<file path="src/rtl/scsi_hba_csr_pkg.sv">
package scsi_hba_csr_pkg;
  localparam int RA_W  = 3;
  localparam int REG_W = 16;
  localparam int CTL_W = 6;
  localparam int VEC_W = 8;
  localparam int AM_W  = 6;

  typedef enum logic [RA_W-1:0] {
    SEL_CTL    = 3'd0,
    SEL_VEC    = 3'd1,
    SEL_ADR_LO = 3'd2,
    SEL_ADR_HI = 3'd3,
    SEL_DCNT   = 3'd4,
    SEL_FCNT   = 3'd5,
    SEL_IACK   = 3'd6
  } reg_sel_e;

  // Writable control fields; packed so field 0 is the LSB.
  typedef struct packed {
    logic pack_long;
    logic dma_en;
    logic dir_to_dev;
    logic ie;
    logic fifo_rst_n;
    logic sbc_rst_n;
  } ctl_t;
endpackage

</file>
<file path="src/rtl/scsi_hba_ctl.sv">
module scsi_hba_ctl
  import scsi_hba_csr_pkg::*;
(
  input  logic             clk,
  input  logic             rst,
  input  logic             wr_en,
  input  logic             rd_en,
  input  logic [RA_W-1:0]  addr,
  input  logic [REG_W-1:0] wdata,
  input  logic             sbc_src,
  input  logic             dma_src,
  input  logic             dma_bus_err,
  input  logic             dma_active,
  output ctl_t             ctl_q,
  output logic             dma_pend_q,
  output logic             sbc_pend_q,
  output logic             berr_q,
  output logic             acc_q,
  output logic             irq_q
);
  ctl_t ctl_d;
  logic dp_d, sp_d, berr_d, acc_d;
  logic wr_ctl, wr_dcnt, rd_ack;

  assign wr_ctl  = wr_en && (addr == SEL_CTL);
  assign wr_dcnt = wr_en && (addr == SEL_DCNT);
  assign rd_ack  = rd_en && (addr == SEL_IACK);

  always_comb begin
    ctl_d = wr_ctl ? ctl_t'(wdata[CTL_W-1:0]) : ctl_q;
    // clear first, then a new event (taken only when enabled) wins
    dp_d = dma_pend_q && !wr_dcnt;
    if (ctl_q.ie && dma_src) dp_d = 1'b1;
    sp_d = sbc_pend_q && !rd_ack;
    if (ctl_q.ie && sbc_src) sp_d = 1'b1;
    // sticky error flags live only while the FIFO is out of reset
    berr_d = ctl_q.fifo_rst_n && (berr_q || dma_bus_err);
    acc_d  = ctl_q.fifo_rst_n && (acc_q || (wr_en && dma_active));
  end

  always_ff @(posedge clk) begin
    if (rst) begin
      ctl_q      <= '0;
      dma_pend_q <= 1'b0;
      sbc_pend_q <= 1'b0;
      berr_q     <= 1'b0;
      acc_q      <= 1'b0;
      irq_q      <= 1'b0;
    end else begin
      ctl_q      <= ctl_d;
      dma_pend_q <= dp_d;
      sbc_pend_q <= sp_d;
      berr_q     <= berr_d;
      acc_q      <= acc_d;
      irq_q      <= ctl_d.ie && (dp_d || sp_d);
    end
  end
endmodule

</file>
<file path="src/rtl/scsi_hba_xfer_regs.sv">
module scsi_hba_xfer_regs
  import scsi_hba_csr_pkg::*;
#(
  parameter int DADDR_W = 24,
  parameter int CNT_W   = 16,
  parameter int FCNT_W  = 16
) (
  input  logic               clk,
  input  logic               rst,
  input  logic               wr_en,
  input  logic [RA_W-1:0]    addr,
  input  logic [REG_W-1:0]   wdata,
  output logic [DADDR_W-1:0] dma_addr_q,
  output logic [CNT_W-1:0]   dma_cnt_q,
  output logic [FCNT_W-1:0]  fifo_cnt_q,
  output logic [VEC_W-1:0]   vec_q,
  output logic [AM_W-1:0]    am_q
);
  localparam int LO_W = (DADDR_W > REG_W) ? REG_W : DADDR_W;
  localparam int HI_W = DADDR_W - LO_W;

  always_ff @(posedge clk) begin
    if (rst) begin
      dma_cnt_q  <= '0;
      fifo_cnt_q <= '0;
      vec_q      <= '0;
      am_q       <= '0;
    end else if (wr_en) begin
      case (addr)
        SEL_DCNT: begin
          dma_cnt_q  <= wdata[CNT_W-1:0];
          fifo_cnt_q <= wdata[FCNT_W-1:0];
        end
        SEL_FCNT: begin
          fifo_cnt_q <= wdata[FCNT_W-1:0];
          dma_cnt_q  <= CNT_W'(wdata[FCNT_W-1:0]);
        end
        SEL_VEC: begin
          vec_q <= wdata[VEC_W-1:0];
          am_q  <= wdata[VEC_W+AM_W-1:VEC_W];
        end
        default: ;
      endcase
    end
  end

  always_ff @(posedge clk) begin
    if (rst) dma_addr_q[LO_W-1:0] <= '0;
    else if (wr_en && addr == SEL_ADR_LO) dma_addr_q[LO_W-1:0] <= wdata[LO_W-1:0];
  end

  generate
    if (HI_W > 0) begin : g_addr_hi
      always_ff @(posedge clk) begin
        if (rst) dma_addr_q[DADDR_W-1:LO_W] <= '0;
        else if (wr_en && addr == SEL_ADR_HI) dma_addr_q[DADDR_W-1:LO_W] <= wdata[HI_W-1:0];
      end
    end
  endgenerate
endmodule

</file>
<file path="src/rtl/scsi_hba_rdmux.sv">
module scsi_hba_rdmux
  import scsi_hba_csr_pkg::*;
#(
  parameter int DADDR_W = 24,
  parameter int CNT_W   = 16,
  parameter int FCNT_W  = 16
) (
  input  logic               clk,
  input  logic               rst,
  input  logic               rd_en,
  input  logic [RA_W-1:0]    addr,
  input  ctl_t               ctl,
  input  logic               dma_pend,
  input  logic               sbc_pend,
  input  logic               berr,
  input  logic               acc,
  input  logic               fifo_empty,
  input  logic               fifo_full,
  input  logic [1:0]         left_bytes,
  input  logic [DADDR_W-1:0] dma_addr,
  input  logic [CNT_W-1:0]   dma_cnt,
  input  logic [FCNT_W-1:0]  fifo_cnt,
  input  logic [VEC_W-1:0]   vec,
  input  logic [AM_W-1:0]    am,
  output logic [REG_W-1:0]   rdata_q
);
  localparam int LO_W = (DADDR_W > REG_W) ? REG_W : DADDR_W;
  logic [REG_W-1:0] sel_d;

  always_comb begin
    case (addr)
      SEL_CTL:    sel_d = {1'b0, acc, berr, 1'b0, fifo_full, fifo_empty,
                           sbc_pend, dma_pend, left_bytes, ctl};
      SEL_VEC:    sel_d = {{(REG_W-AM_W-VEC_W){1'b0}}, am, vec};
      SEL_ADR_LO: sel_d = REG_W'(dma_addr[LO_W-1:0]);
      SEL_ADR_HI: sel_d = REG_W'(dma_addr >> LO_W);
      SEL_DCNT:   sel_d = REG_W'(dma_cnt);
      SEL_FCNT:   sel_d = REG_W'(fifo_cnt);
      default:    sel_d = '0;
    endcase
  end

  always_ff @(posedge clk) begin
    if (rst)        rdata_q <= '0;
    else if (rd_en) rdata_q <= sel_d;
  end
endmodule

</file>
<file path="src/rtl/scsi_hba_csr.sv">
module scsi_hba_csr
  import scsi_hba_csr_pkg::*;
#(
  parameter int DADDR_W = 24,
  parameter int CNT_W   = 16,
  parameter int FCNT_W  = 16
) (
  input  logic               clk,
  input  logic               rst,
  input  logic               reg_wr,
  input  logic               reg_rd,
  input  logic [RA_W-1:0]    reg_addr,
  input  logic [REG_W-1:0]   reg_wdata,
  output logic [REG_W-1:0]   reg_rdata,
  input  logic               sbc_irq_in,
  input  logic               dma_irq_in,
  input  logic               fifo_empty,
  input  logic               fifo_full,
  input  logic [1:0]         left_bytes,
  input  logic               dma_bus_err,
  input  logic               dma_active,
  output logic               irq,
  output logic               sbc_rst_n,
  output logic               fifo_rst_n,
  output logic               dir_to_dev,
  output logic               dma_en,
  output logic               pack_long,
  output logic [DADDR_W-1:0] dma_addr,
  output logic [CNT_W-1:0]   dma_count,
  output logic [FCNT_W-1:0]  fifo_count,
  output logic [VEC_W-1:0]   int_vector,
  output logic [AM_W-1:0]    addr_mod
);
  ctl_t ctl_q;
  logic dma_pend, sbc_pend, berr_flag, acc_flag, ie_q;

  scsi_hba_ctl u_ctl (
    .clk(clk), .rst(rst), .wr_en(reg_wr), .rd_en(reg_rd), .addr(reg_addr),
    .wdata(reg_wdata), .sbc_src(sbc_irq_in), .dma_src(dma_irq_in),
    .dma_bus_err(dma_bus_err), .dma_active(dma_active), .ctl_q(ctl_q),
    .dma_pend_q(dma_pend), .sbc_pend_q(sbc_pend), .berr_q(berr_flag),
    .acc_q(acc_flag), .irq_q(irq)
  );

  scsi_hba_xfer_regs #(.DADDR_W(DADDR_W), .CNT_W(CNT_W), .FCNT_W(FCNT_W)) u_xfer (
    .clk(clk), .rst(rst), .wr_en(reg_wr), .addr(reg_addr), .wdata(reg_wdata),
    .dma_addr_q(dma_addr), .dma_cnt_q(dma_count), .fifo_cnt_q(fifo_count),
    .vec_q(int_vector), .am_q(addr_mod)
  );

  scsi_hba_rdmux #(.DADDR_W(DADDR_W), .CNT_W(CNT_W), .FCNT_W(FCNT_W)) u_rdmux (
    .clk(clk), .rst(rst), .rd_en(reg_rd), .addr(reg_addr), .ctl(ctl_q),
    .dma_pend(dma_pend), .sbc_pend(sbc_pend), .berr(berr_flag), .acc(acc_flag),
    .fifo_empty(fifo_empty), .fifo_full(fifo_full), .left_bytes(left_bytes),
    .dma_addr(dma_addr), .dma_cnt(dma_count), .fifo_cnt(fifo_count),
    .vec(int_vector), .am(addr_mod), .rdata_q(reg_rdata)
  );

  assign ie_q       = ctl_q.ie;
  assign sbc_rst_n  = ctl_q.sbc_rst_n;
  assign fifo_rst_n = ctl_q.fifo_rst_n;
  assign dir_to_dev = ctl_q.dir_to_dev;
  assign dma_en     = ctl_q.dma_en;
  assign pack_long  = ctl_q.pack_long;
endmodule

</file>
<file path="config.mk">
export PLATFORM = sky130hd
export DESIGN_NAME = scsi_hba_csr
export DESIGN_NICKNAME = d
export VERILOG_FILES = /design/src/rtl/scsi_hba_csr_pkg.sv /design/src/rtl/scsi_hba_ctl.sv /design/src/rtl/scsi_hba_xfer_regs.sv /design/src/rtl/scsi_hba_rdmux.sv /design/src/rtl/scsi_hba_csr.sv
export SDC_FILE = /design/constraint.sdc
export NUM_CORES = 1
export LEC_CHECK = 0
export BUFFER_PORTS_ARGS = -buffer_cell sky130_fd_sc_hd__buf_2
export CORE_MARGIN = 5
export CORE_UTILIZATION = 40
export CTS_BUF_LIST = sky130_fd_sc_hd__clkbuf_8
export DETAILED_ROUTE_END_ITERATION = 10
export PLACE_DENSITY = 0.73
export SLEW_MARGIN = 20
export SYNTH_ARGS = -nofsm -noshare
export SYNTH_HDL_FRONTEND = slang
export SYNTH_HIERARCHICAL = 1
export SYNTH_SLANG_ARGS = --single-unit
export TNS_END_PERCENT = 30
</file>
<file path="constraint.sdc">
create_clock -name clk -period 2.7 [get_ports clk]
set_clock_uncertainty 0.2 [all_clocks]
set_input_delay 0.135 -clock clk [delete_from_list [all_inputs] [get_ports clk]]
set_output_delay 0.135 -clock clk [all_outputs]
set_load 0.02 [all_outputs]
</file>
==> flow_summary_export.csv <==
group,metric,value,unit
clock_network,cts.sinks,81,
placed_design,place_congestion,0.800,
finish,multi_input_area,0.00215,mm2
clock_network,cts.reportedPaths.clkPinSlew,0.08,ns
finish,layout_commonest_cell,"buf_2",
placed_design,port_buffers,122,
timing,period_minus_slack,1.72,ns
routing,drt_iter0_markers,243,
worst_setup_path,rrSetupSlack,1.16,ns
clock_network,hold_buffers,21,
finish,fill_cells,965,
timing,min_period_over_period,63.8,%
finish,final_util,49.6,%
finish,layout.cells.non_filler,661,
routing,wirelength,11700,um
worst_setup_path,critPathKind,"in -> reg",
status,outcome,"finished, final reports clean",
timing,setup_viol,0,
yosys,netlist-cell-type-count,45,
pwr,cellPowerDensity,498,mW/mm2
clock_network,htree_num_levels,3,
timing,tightest_slew,0.832,ns
placed_design,dp_cells,624,
timing,fmax,580,MHz
pwr,comb_power_share,14.1,%
yosys,netlist_area,0.00409,mm2
hold_path,hold_end,"u_rdmux/rdata_q[6]",
yosys,synthXorXnorAreaFrac,0,%
yosys,synth_compound_area_share,11.1,%
grt,grt_max_degree,78,
die,die_w,111,um
clock_network,cts_buffers,9,
yosys,synth-main-ff-cell,"dfxtp_1",
clock_network,clockBufferDepth,2,
clock_network,cts-root-buf,"clkbuf_8",
die,die_area,0.0124,mm2
run,maxCapViolations,0,
hold_path,min_from,"left_bytes[0]",
routing,vias,3459,
hold_path,hold_depth,4,
yosys,yosys-top-cells-area,"dfxtp_1, mux2i_1, nand2b_1",
worst_setup_path,crit_chain,"buf_2 -> buf_4 -> mux2i_1 -> a2bb2oi_1 -> o221ai_1 -> o211a_1",
worst_setup_path,cp_max_fo,24,
worst_setup_path,endpoint_kind,"flop",
worst_setup_path,reg2reg_depth,4,
yosys,synth_top_family_by_area,"multiplexers",
yosys,yosysTopAreaCell,"dfxtp_1",
finish,area_growth,22.9,%
pwr,netSwitchingFraction,27.2,%
routing,ant_nets,0,
yosys,seq_area_frac_synth,39.6,%
worst_setup_path,slowest_delay,0.42,ns
yosys,synth_adder_area_share,0,%
yosys,synth_mux_area_share,21.8,%
yosys,synth-edff-count,0,
grt,overflow,0,
yosys,ys_ff_latch,81,
die,core_area,0.0101,mm2
finish,nets,551,
yosys,synth_top_area_share,39.6,%
finish,layout_common_cells,"buf_2, dfxtp_1, mux2i_1, nand2b_1, dlygate4sd3_1",
yosys,synth_async_sr_flop_share,0,%
die,initial_core_util,40.4,%
worst_setup_path,crit_path_start_kind,"primary input",
pwr,leakage,2.44,nW
grt,grt_pass1_vias,3314,
timing,hold_viol_final,0,
finish,insertedDiodeCount,0,
routing,first_pass_iters,5,
routing,drc_errors,0,
worst_setup_path,arrival,1.78,ns
yosys,synthSimpleGateAreaFrac,19.7,%
hold_path,worstHoldPathType,"in -> reg",
timing,holdWs,0.0558,ns
timing,rsz0062_at_grt,"no",
clock_network,clk_latency,0.35,ns
worst_setup_path,r2r-start,"u_xfer/vec_q[0]",
clock_network,cts_tree,"built",
die,die_y,111,um
yosys,yosysWarnings,6,
timing,finalMaxSlewViolations,0,
pwr,clock_power_share,35.7,%
yosys,netlist_instances,405,
routing,avgViaCountPerCell,5.23,
pwr,p_sw,682,uW
placed_design,dpl.hpwl,8320,um
clock_network,cts_setup_buffers,0,
pwr,internal_power,1.82,mW
finish,regArea,0.00162,mm2
pwr,peakVddDrop,256,uV
timing,relSlewSlack,44.5,%
timing,tns,0,ns
worst_setup_path,worstPathRequired,2.75,ns
yosys,syn_avg_cell_area,10.1,um2
finish,drive_gt1_share,30.3,%
die,row_count,37,
pwr,p_seq_share,50.2,%
grt,antenna_found_initial,0,
routing,routedWlPerCell,17.7,um
yosys,synth_nets,436,
die,pin_count,123,
worst_setup_path,worstReg2RegEnd,"u_rdmux/rdata_q[0]",
worst_setup_path,crit_slowest_cell,"buf_2",
grt,track_usage,18.7,%
grt,grt_first_pass_wirelength,18600,um
clock_network,cts_resized,0,
-- cell usage after synthesis (2+ instances only) --
cell       instances
o211a_1            3
a2bb2oi_1          3
buf_2             10
o22ai_1            4
a211o_1            2
nand2_1            8
a21o_1             2
nand4bb_1          2
clkbuf_1          13
a32oi_1            3
nand2b_1          77
buf_6              2
buf_12             2
mux4_1             2
mux2i_1           77
mux2_2             6
dfxtp_1           81
inv_1              6
a21oi_1            5
o221ai_1           4
o32ai_1            2
nand4b_1           2
o21ai_0            5
nor2b_1            5
o2bb2ai_1          4
o221a_2            4
a22oi_1            5
nor3_1             5
and3b_1            4
nor2_1            20
a31oi_1            6
buf_4             18
-- through the flow --
stage | setup slack, ns | power (mW) | cell area, um2
final | 0.976 | 2.51 | 5030
after global routing | 0.896 | 2.61 | 5030
after CTS | 1.02 | 2.52 | 5030
after detailed placement | 0.656 | 1.61 | 4620
after global placement | 0.723 | 1.61 | 4620
after floorplan | 1.16 | 1.51 | 4090
-- critical path: cells and delay by family --
family          cells  cell delay, ns
mux                 1            0.30
buf+inv             2            0.83
compound gates      3            0.50
-- power groups by stage --
stage / Clock, mW / Sequential, mW / Combinational (mW)
after floorplan: 0 / 1.31 / 0.199
after global placement: 0 / 1.28 / 0.323
after detailed placement: 0 / 1.29 / 0.329
after CTS: 0.910 / 1.26 / 0.354
after global routing: 0.963 / 1.26 / 0.382
final: 0.895 / 1.26 / 0.354
-- logic make-up after synthesis --
| logic type | count (synthesis) |
|---|---|
| compound gates | 57 |
| flops | 81 |
| simple gates | 131 |
| mux | 85 |
| buf+inv | 51 |
-- area by class of cell --
class | count | area share, %
Tap cell | 136 | 3.38
Multi-Input combinational cell | 273 | 42.8
Clock inverter | 6 | 1.17
Clock buffer | 10 | 2.74
Sequential cell | 81 | 32.2
Timing Repair Buffer | 149 | 17.3
Inverter | 6 | 0.448
-- how the worst max path moves through the flow --
stage                                      to                 start  slack, ns
after floorplan            u_rdmux/rdata_q[1]  u_xfer/fifo_cnt_q[1]       1.16
after global placement    u_rdmux/rdata_q[11]           reg_addr[0]       0.72
after detailed placement  u_rdmux/rdata_q[11]           reg_addr[0]       0.66
after CTS                 u_rdmux/rdata_q[11]           reg_addr[0]       1.02
after global routing       u_rdmux/rdata_q[7]           reg_addr[1]       0.90
final                     u_rdmux/rdata_q[11]           reg_addr[0]       0.98
-- flip-flops by register name (all words and copies together), names as in the netlist --
signal             cells
u_ctl/ctl_q            6
u_rdmux/rdata_q       16
u_xfer/fifo_cnt_q     16
u_ctl/irq_q            1
u_ctl/sbc_pend_q       1
u_ctl/dma_pend_q       1
u_ctl/acc_q            1
u_xfer/vec_q           8
u_xfer/am_q            6
u_ctl/berr_q           1
u_xfer/dma_addr_q     24
-- routing by layer --
layer	global-route usage (%)	share of wire, %	vias up
met5	0	0	-
met4	5.68	1.2	0
li1	-	-	1657
met1	25.9	45	1652
met2	28.9	47	138
met3	4.48	6.9	12
(Power assumes the default switching activity.)
